## src/rtl/rws_pkg.sv

```systemverilog
package rws_pkg;

  typedef enum logic [1:0] {
    ST_IDLE = 2'd0,
    ST_FOT  = 2'd1,
    ST_ROT  = 2'd2,
    ST_PIX  = 2'd3
  } seq_state_t;

  localparam logic [2:0] REG_FOT    = 3'd0;
  localparam logic [2:0] REG_ROT    = 3'd1;
  localparam logic [2:0] REG_XSTART = 3'd2;
  localparam logic [2:0] REG_XSIZE  = 3'd3;
  localparam logic [2:0] REG_YSTART = 3'd4;
  localparam logic [2:0] REG_YSIZE  = 3'd5;
  localparam logic [2:0] REG_SUB    = 3'd6;

  // Fit a requested span into what remains of the array; zero means minimum.
  function automatic int clip_span(int req, int avail, int floor_v);
    if (req == 0)     return floor_v;
    if (req > avail)  return avail;
    return req;
  endfunction

endpackage

```

## src/rtl/rws_cfg_regs.sv

```systemverilog
module rws_cfg_regs
  import rws_pkg::*;
#(
  parameter int COLS      = 1296,
  parameter int ROWS      = 1025,
  parameter int CH        = 12,
  parameter int COL_STEP  = 24,
  parameter int FOT_RESET = 315,
  parameter int ROT_RESET = 13,
  parameter int DW        = 16,
  parameter int ROW_W     = 11,
  parameter int GRP_W     = 7
) (
  input  logic             clk,
  input  logic             rst_n,
  input  logic             cfg_we,
  input  logic [2:0]       cfg_addr,
  input  logic [DW-1:0]    cfg_wdata,
  input  logic             load,
  input  logic             busy,
  output logic [DW-1:0]    nxt_fot,
  output logic [ROW_W-1:0] nxt_first_row,
  output logic [DW-1:0]    act_rot,
  output logic [GRP_W-1:0] act_first_grp,
  output logic [GRP_W:0]   act_num_grp,
  output logic [ROW_W:0]   act_row_end,
  output logic             act_sub,
  output logic             align_err
);

  logic [DW-1:0] st_fot, st_rot, st_xs, st_xw, st_ys, st_yh;
  logic          st_sub;
  logic [DW-1:0] wr_rem;
  logic          col_wr;

  logic [GRP_W-1:0] nxt_first_grp;
  logic [GRP_W:0]   nxt_num_grp;
  logic [ROW_W:0]   nxt_row_end;

  assign wr_rem = cfg_wdata % DW'(COL_STEP);
  assign col_wr = cfg_we && (cfg_addr == REG_XSTART || cfg_addr == REG_XSIZE);

  // Staging copy: software-visible, written at any time
  always_ff @(posedge clk or negedge rst_n) begin
    if (!rst_n) begin
      st_fot <= DW'(FOT_RESET);
      st_rot <= DW'(ROT_RESET);
      st_xs  <= '0;
      st_xw  <= DW'(COLS);
      st_ys  <= '0;
      st_yh  <= DW'(ROWS);
      st_sub <= 1'b0;
    end else if (cfg_we) begin
      case (cfg_addr)
        REG_FOT:    st_fot <= cfg_wdata;
        REG_ROT:    st_rot <= cfg_wdata;
        REG_XSTART: st_xs  <= cfg_wdata - wr_rem;
        REG_XSIZE:  st_xw  <= cfg_wdata - wr_rem;
        REG_YSTART: st_ys  <= cfg_wdata;
        REG_YSIZE:  st_yh  <= cfg_wdata;
        REG_SUB:    st_sub <= cfg_wdata[0];
        default:    ;
      endcase
    end
  end

  always_ff @(posedge clk or negedge rst_n) begin
    if (!rst_n)                          align_err <= 1'b0;
    else if (col_wr && (wr_rem != '0))   align_err <= 1'b1;
  end

  // Clipped view of the staging copy
  always_comb begin
    int xs, xw, ys, yh;
    xs = int'(st_xs);
    if (xs > COLS - COL_STEP) xs = COLS - COL_STEP;
    xw = clip_span(int'(st_xw), COLS - xs, COL_STEP);
    ys = int'(st_ys);
    if (ys > ROWS - 1) ys = ROWS - 1;
    yh = clip_span(int'(st_yh), ROWS - ys, 1);
    nxt_fot       = st_fot;
    nxt_first_row = ROW_W'(ys);
    nxt_first_grp = GRP_W'(xs / CH);
    nxt_num_grp   = (GRP_W+1)'(xw / CH);
    nxt_row_end   = (ROW_W+1)'(ys + yh);
  end

  // Active copy: frozen for the whole frame
  always_ff @(posedge clk or negedge rst_n) begin
    if (!rst_n) begin
      act_rot       <= DW'(ROT_RESET);
      act_first_grp <= '0;
      act_num_grp   <= (GRP_W+1)'(COLS / CH);
      act_row_end   <= (ROW_W+1)'(ROWS);
      act_sub       <= 1'b0;
    end else if (load) begin
      act_rot       <= st_rot;
      act_first_grp <= nxt_first_grp;
      act_num_grp   <= nxt_num_grp;
      act_row_end   <= nxt_row_end;
      act_sub       <= st_sub;
    end
  end

  AST_SHADOW_HOLD: assert property (@(posedge clk) disable iff (!rst_n)
    busy |=> ($stable(act_rot) && $stable(act_num_grp) && $stable(act_row_end) && $stable(act_sub)));
  AST_ALIGN_STICKY: assert property (@(posedge clk) disable iff (!rst_n)
    align_err |=> align_err);
  AST_ACT_WIDTH_NONZERO: assert property (@(posedge clk) disable iff (!rst_n)
    busy |-> (act_num_grp != '0));

endmodule

```

## src/rtl/rws_timer.sv

```systemverilog
module rws_timer #(
  parameter int W = 16
) (
  input  logic         clk,
  input  logic         rst_n,
  input  logic         load,
  input  logic [W-1:0] len,
  output logic         expired
);

  logic [W-1:0] cnt;

  // A length of L gives max(L,1) cycles until expired
  always_ff @(posedge clk or negedge rst_n) begin
    if (!rst_n)            cnt <= '0;
    else if (load)         cnt <= (len == '0) ? '0 : len - W'(1);
    else if (cnt != '0)    cnt <= cnt - W'(1);
  end

  assign expired = (cnt == '0);

endmodule

```

## src/rtl/rws_addr_gen.sv

```systemverilog
module rws_addr_gen #(
  parameter int ROWS  = 1025,
  parameter int GROUPS = 108,
  parameter int ROW_W = 11,
  parameter int GRP_W = 7
) (
  input  logic             clk,
  input  logic             rst_n,
  input  logic             frame_load,
  input  logic [ROW_W-1:0] first_row,
  input  logic             row_adv,
  input  logic             sub,
  input  logic [ROW_W:0]   row_end,
  input  logic             line_load,
  input  logic [GRP_W-1:0] first_grp,
  input  logic [GRP_W:0]   num_grp,
  input  logic             grp_adv,
  output logic [ROW_W-1:0] row_addr,
  output logic [GRP_W-1:0] col_grp,
  output logic             last_row,
  output logic             last_grp
);

  logic [ROW_W:0] step;
  logic [GRP_W:0] gcnt;

  assign step = sub ? (ROW_W+1)'(2) : (ROW_W+1)'(1);

  always_ff @(posedge clk or negedge rst_n) begin
    if (!rst_n)          row_addr <= '0;
    else if (frame_load) row_addr <= first_row;
    else if (row_adv)    row_addr <= row_addr + step[ROW_W-1:0];
  end

  always_ff @(posedge clk or negedge rst_n) begin
    if (!rst_n) begin
      col_grp <= '0;
      gcnt    <= '0;
    end else if (line_load) begin
      col_grp <= first_grp;
      gcnt    <= '0;
    end else if (grp_adv) begin
      col_grp <= col_grp + GRP_W'(1);
      gcnt    <= gcnt + (GRP_W+1)'(1);
    end
  end

  assign last_row = ({1'b0, row_addr} + step) >= row_end;
  assign last_grp = (gcnt + (GRP_W+1)'(1)) == num_grp;

  AST_ROW_IN_ARRAY: assert property (@(posedge clk) disable iff (!rst_n)
    int'(row_addr) < ROWS);
  AST_COL_IN_ARRAY: assert property (@(posedge clk) disable iff (!rst_n)
    int'(col_grp) < GROUPS);
  AST_LOAD_ADV_EXCL: assert property (@(posedge clk) disable iff (!rst_n)
    !(line_load && grp_adv));

endmodule

```

## src/rtl/readout_window_seq.sv

```systemverilog
module readout_window_seq
  import rws_pkg::*;
#(
  parameter int ARRAY_COLS = 1296,
  parameter int ARRAY_ROWS = 1025,
  parameter int CHANNELS   = 12,
  parameter int COL_STEP   = 24,
  parameter int FOT_RESET  = 315,
  parameter int ROT_RESET  = 13,
  parameter int DW         = 16,
  localparam int GROUPS    = ARRAY_COLS / CHANNELS,
  localparam int ROW_W     = $clog2(ARRAY_ROWS),
  localparam int GRP_W     = $clog2(GROUPS)
) (
  input  logic             clk,
  input  logic             rst_n,
  input  logic             cfg_we,
  input  logic [2:0]       cfg_addr,
  input  logic [DW-1:0]    cfg_wdata,
  input  logic             frame_trig,
  output logic             frame_valid,
  output logic             line_valid,
  output logic [ROW_W-1:0] row_addr,
  output logic [GRP_W-1:0] col_grp,
  output logic             frame_done,
  output logic             align_err
);

  seq_state_t st, nst;

  logic [DW-1:0]    nxt_fot, act_rot, tmr_len;
  logic [ROW_W-1:0] nxt_first_row;
  logic [GRP_W-1:0] act_first_grp;
  logic [GRP_W:0]   act_num_grp;
  logic [ROW_W:0]   act_row_end;
  logic             act_sub;
  logic             tmr_load, tmr_exp;
  logic             frame_load, row_adv, line_load, grp_adv;
  logic             last_row, last_grp, done_nxt, busy;

  assign busy = (st != ST_IDLE);

  rws_cfg_regs #(
    .COLS(ARRAY_COLS), .ROWS(ARRAY_ROWS), .CH(CHANNELS), .COL_STEP(COL_STEP),
    .FOT_RESET(FOT_RESET), .ROT_RESET(ROT_RESET), .DW(DW),
    .ROW_W(ROW_W), .GRP_W(GRP_W)
  ) u_cfg (
    .clk(clk), .rst_n(rst_n),
    .cfg_we(cfg_we), .cfg_addr(cfg_addr), .cfg_wdata(cfg_wdata),
    .load(frame_load), .busy(busy),
    .nxt_fot(nxt_fot), .nxt_first_row(nxt_first_row),
    .act_rot(act_rot), .act_first_grp(act_first_grp), .act_num_grp(act_num_grp),
    .act_row_end(act_row_end), .act_sub(act_sub),
    .align_err(align_err)
  );

  rws_timer #(.W(DW)) u_tmr (
    .clk(clk), .rst_n(rst_n), .load(tmr_load), .len(tmr_len), .expired(tmr_exp)
  );

  rws_addr_gen #(
    .ROWS(ARRAY_ROWS), .GROUPS(GROUPS), .ROW_W(ROW_W), .GRP_W(GRP_W)
  ) u_addr (
    .clk(clk), .rst_n(rst_n),
    .frame_load(frame_load), .first_row(nxt_first_row),
    .row_adv(row_adv), .sub(act_sub), .row_end(act_row_end),
    .line_load(line_load), .first_grp(act_first_grp), .num_grp(act_num_grp),
    .grp_adv(grp_adv),
    .row_addr(row_addr), .col_grp(col_grp),
    .last_row(last_row), .last_grp(last_grp)
  );

  always_comb begin
    nst        = st;
    tmr_load   = 1'b0;
    tmr_len    = act_rot;
    frame_load = 1'b0;
    row_adv    = 1'b0;
    line_load  = 1'b0;
    grp_adv    = 1'b0;
    done_nxt   = 1'b0;
    case (st)
      ST_IDLE: if (frame_trig) begin
        nst        = ST_FOT;
        frame_load = 1'b1;
        tmr_load   = 1'b1;
        tmr_len    = nxt_fot;
      end
      ST_FOT: if (tmr_exp) begin
        nst      = ST_ROT;
        tmr_load = 1'b1;
      end
      ST_ROT: if (tmr_exp) begin
        nst       = ST_PIX;
        line_load = 1'b1;
      end
      ST_PIX: begin
        grp_adv = !last_grp;
        if (last_grp) begin
          if (last_row) begin
            nst      = ST_IDLE;
            done_nxt = 1'b1;
          end else begin
            nst      = ST_ROT;
            row_adv  = 1'b1;
            tmr_load = 1'b1;
          end
        end
      end
      default: nst = ST_IDLE;
    endcase
  end

  always_ff @(posedge clk or negedge rst_n) begin
    if (!rst_n) begin
      st         <= ST_IDLE;
      frame_done <= 1'b0;
    end else begin
      st         <= nst;
      frame_done <= done_nxt;
    end
  end

  assign frame_valid = (st == ST_ROT) || (st == ST_PIX);
  assign line_valid  = (st == ST_PIX);

  AST_LINE_IN_FRAME: assert property (@(posedge clk) disable iff (!rst_n)
    line_valid |-> frame_valid);
  AST_DONE_PULSE: assert property (@(posedge clk) disable iff (!rst_n)
    frame_done |=> !frame_done);
  AST_DONE_AFTER_PIX: assert property (@(posedge clk) disable iff (!rst_n)
    frame_done |-> ($past(line_valid) && !frame_valid));
  AST_TRIG_IGNORED: assert property (@(posedge clk) disable iff (!rst_n)
    (frame_valid && frame_trig) |=> (frame_valid || frame_done));
  AST_COL_STEP: assert property (@(posedge clk) disable iff (!rst_n)
    (line_valid && $past(line_valid)) |-> (col_grp == $past(col_grp) + GRP_W'(1)));

endmodule

```

## config.mk

```make
export PLATFORM = sky130hd
export DESIGN_NAME = readout_window_seq
export DESIGN_NICKNAME = d
export VERILOG_FILES = /design/src/rtl/rws_pkg.sv /design/src/rtl/rws_cfg_regs.sv /design/src/rtl/rws_timer.sv /design/src/rtl/rws_addr_gen.sv /design/src/rtl/readout_window_seq.sv
export SDC_FILE = /design/constraint.sdc
export NUM_CORES = 1
export LEC_CHECK = 0
export CAP_MARGIN = 20
export CELL_PAD_IN_SITES_DETAIL_PLACEMENT = 1
export CELL_PAD_IN_SITES_GLOBAL_PLACEMENT = 2
export CORE_ASPECT_RATIO = 1.75
export CORE_MARGIN = 5
export CORE_UTILIZATION = 40
export CTS_CLUSTER_SIZE = 14
export DETAILED_ROUTE_END_ITERATION = 10
export GPL_ROUTABILITY_DRIVEN = 1
export MAX_ROUTING_LAYER = met4
export PLACE_DENSITY = 0.82
export SLEW_MARGIN = 10
export SYNTH_ARGS = -nofsm -noshare
export SYNTH_HDL_FRONTEND = slang
export SYNTH_HIERARCHICAL = 1
export SYNTH_SLANG_ARGS = --single-unit
export TNS_END_PERCENT = 30
```

## constraint.sdc

```tcl
create_clock -name clk -period 8.6 [get_ports clk]
set_input_delay 1.29 -clock clk [delete_from_list [all_inputs] [get_ports clk]]
set_output_delay 1.29 -clock clk [all_outputs]
set_load 0.01 [all_outputs]
```

==> results_dict.tcl <==
set metrics [dict create \
    status "finished, final reports clean" \
    cp.depth 35 \
    final_core_util 0.447 \
    cts-buffers-inserted 17 \
    synth_cells 1532 \
    layout_commonest_cell "nand2_1" \
    final_cell_count_no_fill 2035 \
    post_cts_buffers 0 \
    drtAntennaViolNets 0 \
    critPathRequiredTime_ps 8950 \
    fp.coreArea_um2 34300 \
    switchingPower_mw 1.99 \
    cts_buffer_depth 2 \
    diodes 0 \
    cts-root-buf "clkbuf_16" \
    drtIter0Drc 414 \
    cts_hold_buf 0 \
    clock_sinks 181 \
    rsz0062_at_grt "no" \
    power.density_nw_per_um2 308 \
    grt-ovfl-total 0 \
    drive_above_1_share 0.147 \
    wl_um 39800 \
    antenna_found_initial 0 \
    ys_warn_count 6 \
    dieWidth_um 150 \
    start_kind "flop" \
    drc_errors 0 \
    top_usage_layer "met2" \
    min_period_ps 7910 \
    p_sw_frac 0.422 \
    initial_core_util 0.402 \
    cp_max_fo 13 \
    hold_viol 0 \
    crit_arrival_ps 8260 \
    relSlewSlack 0.117 \
    r2r_cells 35 \
    clock_latency_ps 450 \
    setup-tns-final_ps 0 \
    grt_pass1_wl_um 65200 \
    dp_hpwl_um 31400 \
    post_cts_resized 0 \
    final_nets 1666 \
    pwr-share-clk 0.172 \
    cts_tree "yes" \
    port_buffers 44 \
    min_path_type "flop to flop" \
    grt_pass1_vias 12500 \
    viasPerCell 5.68 \
    clk_pin_slew_ps 70 \
    grt_use_met3 0.0227 \
    vias 11600 \
    fin_skew_ps 10.9 \
    rr_endpoint "u_cfg/act_row_end[11]$_DFFE_PN0P_" \
    cp.buffers_inverters 1 \
    routedWlPerCell_um 19.6 \
    worstReg2RegStart "u_cfg/st_ys[1]$_DFFE_PN0P_" \
    critPathMostFrequentCell "a21oi_1" \
    avgSynthCellArea_um2 9.02 \
    htreeDepth 4 \
    num_rows 90 \
    grt_max_degree 65 \
    maxSlewViolCount 0 \
    r2r_setup_slack_ps 690 \
    area_delta_synth_final_pct 11.1 \
    ios 45 \
    min_period_over_period 0.919 \
    gr-usage-all-layers 0.218 \
    p_leak_nw 6.44 \
    setup_viol 0 \
    cp_top_family "compound AO/OA/AOI/OAI gates" \
    worst_setup_path_end_kind "flop" \
    cpMaxStageDelayCell "or4_1" \
    slowest_delay_ps 610 \
    cp-startpoint "u_cfg/st_ys[1]$_DFFE_PN0P_" \
    critPathCapture "u_cfg/act_row_end[11]$_DFFE_PN0P_" \
    gp_congestion 0.928 \
    syn_area_um2 13800 \
    pwr-share-seq 0.316 \
    place_inst 2002 \
    met1_usage 0.213 \
    max_cap_viol_count 0 \
    worstMarginPinSlew_ps 1320 \
    p_total_mw 4.73 \
    p_int_mw 2.74 \
    layout_common_cells "159 x nand2_1, 158 x dfrtp_1, 102 x mux2_2" \
    grtUsageMet2 0.424 \
    max_freq_ghz 0.126 \
    path_class "flop to flop" \
    chipHeight_um 256 \
    ir_drop_mv 0.161 \
    dieArea_um2 38500 \
    first_pass_iters 5 \
    p_comb_frac 0.512 \
]
registers in the layout, summed over array words and instances (netlist names), 7 cells and up:
name and cells:
u_addr/col_grp 7, u_addr/gcnt 8, u_addr/row_addr 11, u_cfg/act_first_grp 7, u_cfg/act_num_grp 8, u_cfg/act_rot 16, u_cfg/act_row_end 12, u_cfg/nxt_fot 16
u_cfg/st_rot 16, u_cfg/st_xs 13, u_cfg/st_xw 13, u_cfg/st_yh 16, u_cfg/st_ys 16, u_tmr/cnt 16
how the worst min path moves through the flow:
stage	startpoint	to	cells after the start
after floorplan	u_cfg/act_row_end[11]$_DFFE_PN0P_	u_cfg/act_row_end[11]$_DFFE_PN0P_	2
after global placement	u_cfg/act_row_end[1]$_DFFE_PN0P_	u_cfg/act_row_end[1]$_DFFE_PN0P_	2
after detailed placement	u_cfg/act_first_grp[0]$_DFFE_PN0P_	u_addr/col_grp[0]$_DFFE_PN0P_	2
after CTS	u_cfg/act_first_grp[0]$_DFFE_PN0P_	u_addr/col_grp[0]$_DFFE_PN0P_	2
after global routing	u_cfg/act_first_grp[0]$_DFFE_PN0P_	u_addr/col_grp[0]$_DFFE_PN0P_	2
final	u_cfg/act_first_grp[0]$_DFFE_PN0P_	u_addr/col_grp[0]$_DFFE_PN0P_	2
metrics by stage:
stage	hold WS [ps]	setup slack [ps]	instance area [µm²]
after floorplan	452	1240	13900
after global placement	474	877	14700
after global routing	508	131	15300
after detailed placement	478	626	14700
final	489	693	15300
after CTS	492	566	15300
worst register-to-register path, delay by kind of cell (launching register included):
kind	cells	cell delay (ps)
AOI/OAI and AO/OA	23	4070
and+or+nand+nor	6	2060
adders and majority gates	3	810
DFF	1	410
xor gates and xnor gates	1	270
muxes	1	130
buffers and inverters	1	70
power groups by stage:
| stage | registers [mW] | logic [mW] | clock network (mW) |
|---|---|---|---|
| floorplan | 1.39 | 1.85 | 0 |
| global placement | 1.50 | 2.34 | 0 |
| detailed placement | 1.51 | 2.41 | 0 |
| CTS | 1.50 | 2.44 | 0.837 |
| global route | 1.54 | 2.68 | 0.870 |
| finish | 1.50 | 2.42 | 0.812 |
metal layers:
layer | part of all wire | vias up
li1 | - | 5566
met4 | 0.034 | 0
met2 | 0.59 | 137
met3 | 0.013 | 59
met5 | 0 | -
met1 | 0.36 | 5799
final cells by class:
type	instances	area [µm²]
Clock buffer	23	499
Clock inverter	9	115
Fill cell	4002	19000
Inverter	68	255
Multi-Input combinational cell	1228	8730
Sequential cell	181	4560
Tap cell	460	576
Timing Repair Buffer	66	609
Note: power is estimated with default switching activity, not from simulation.
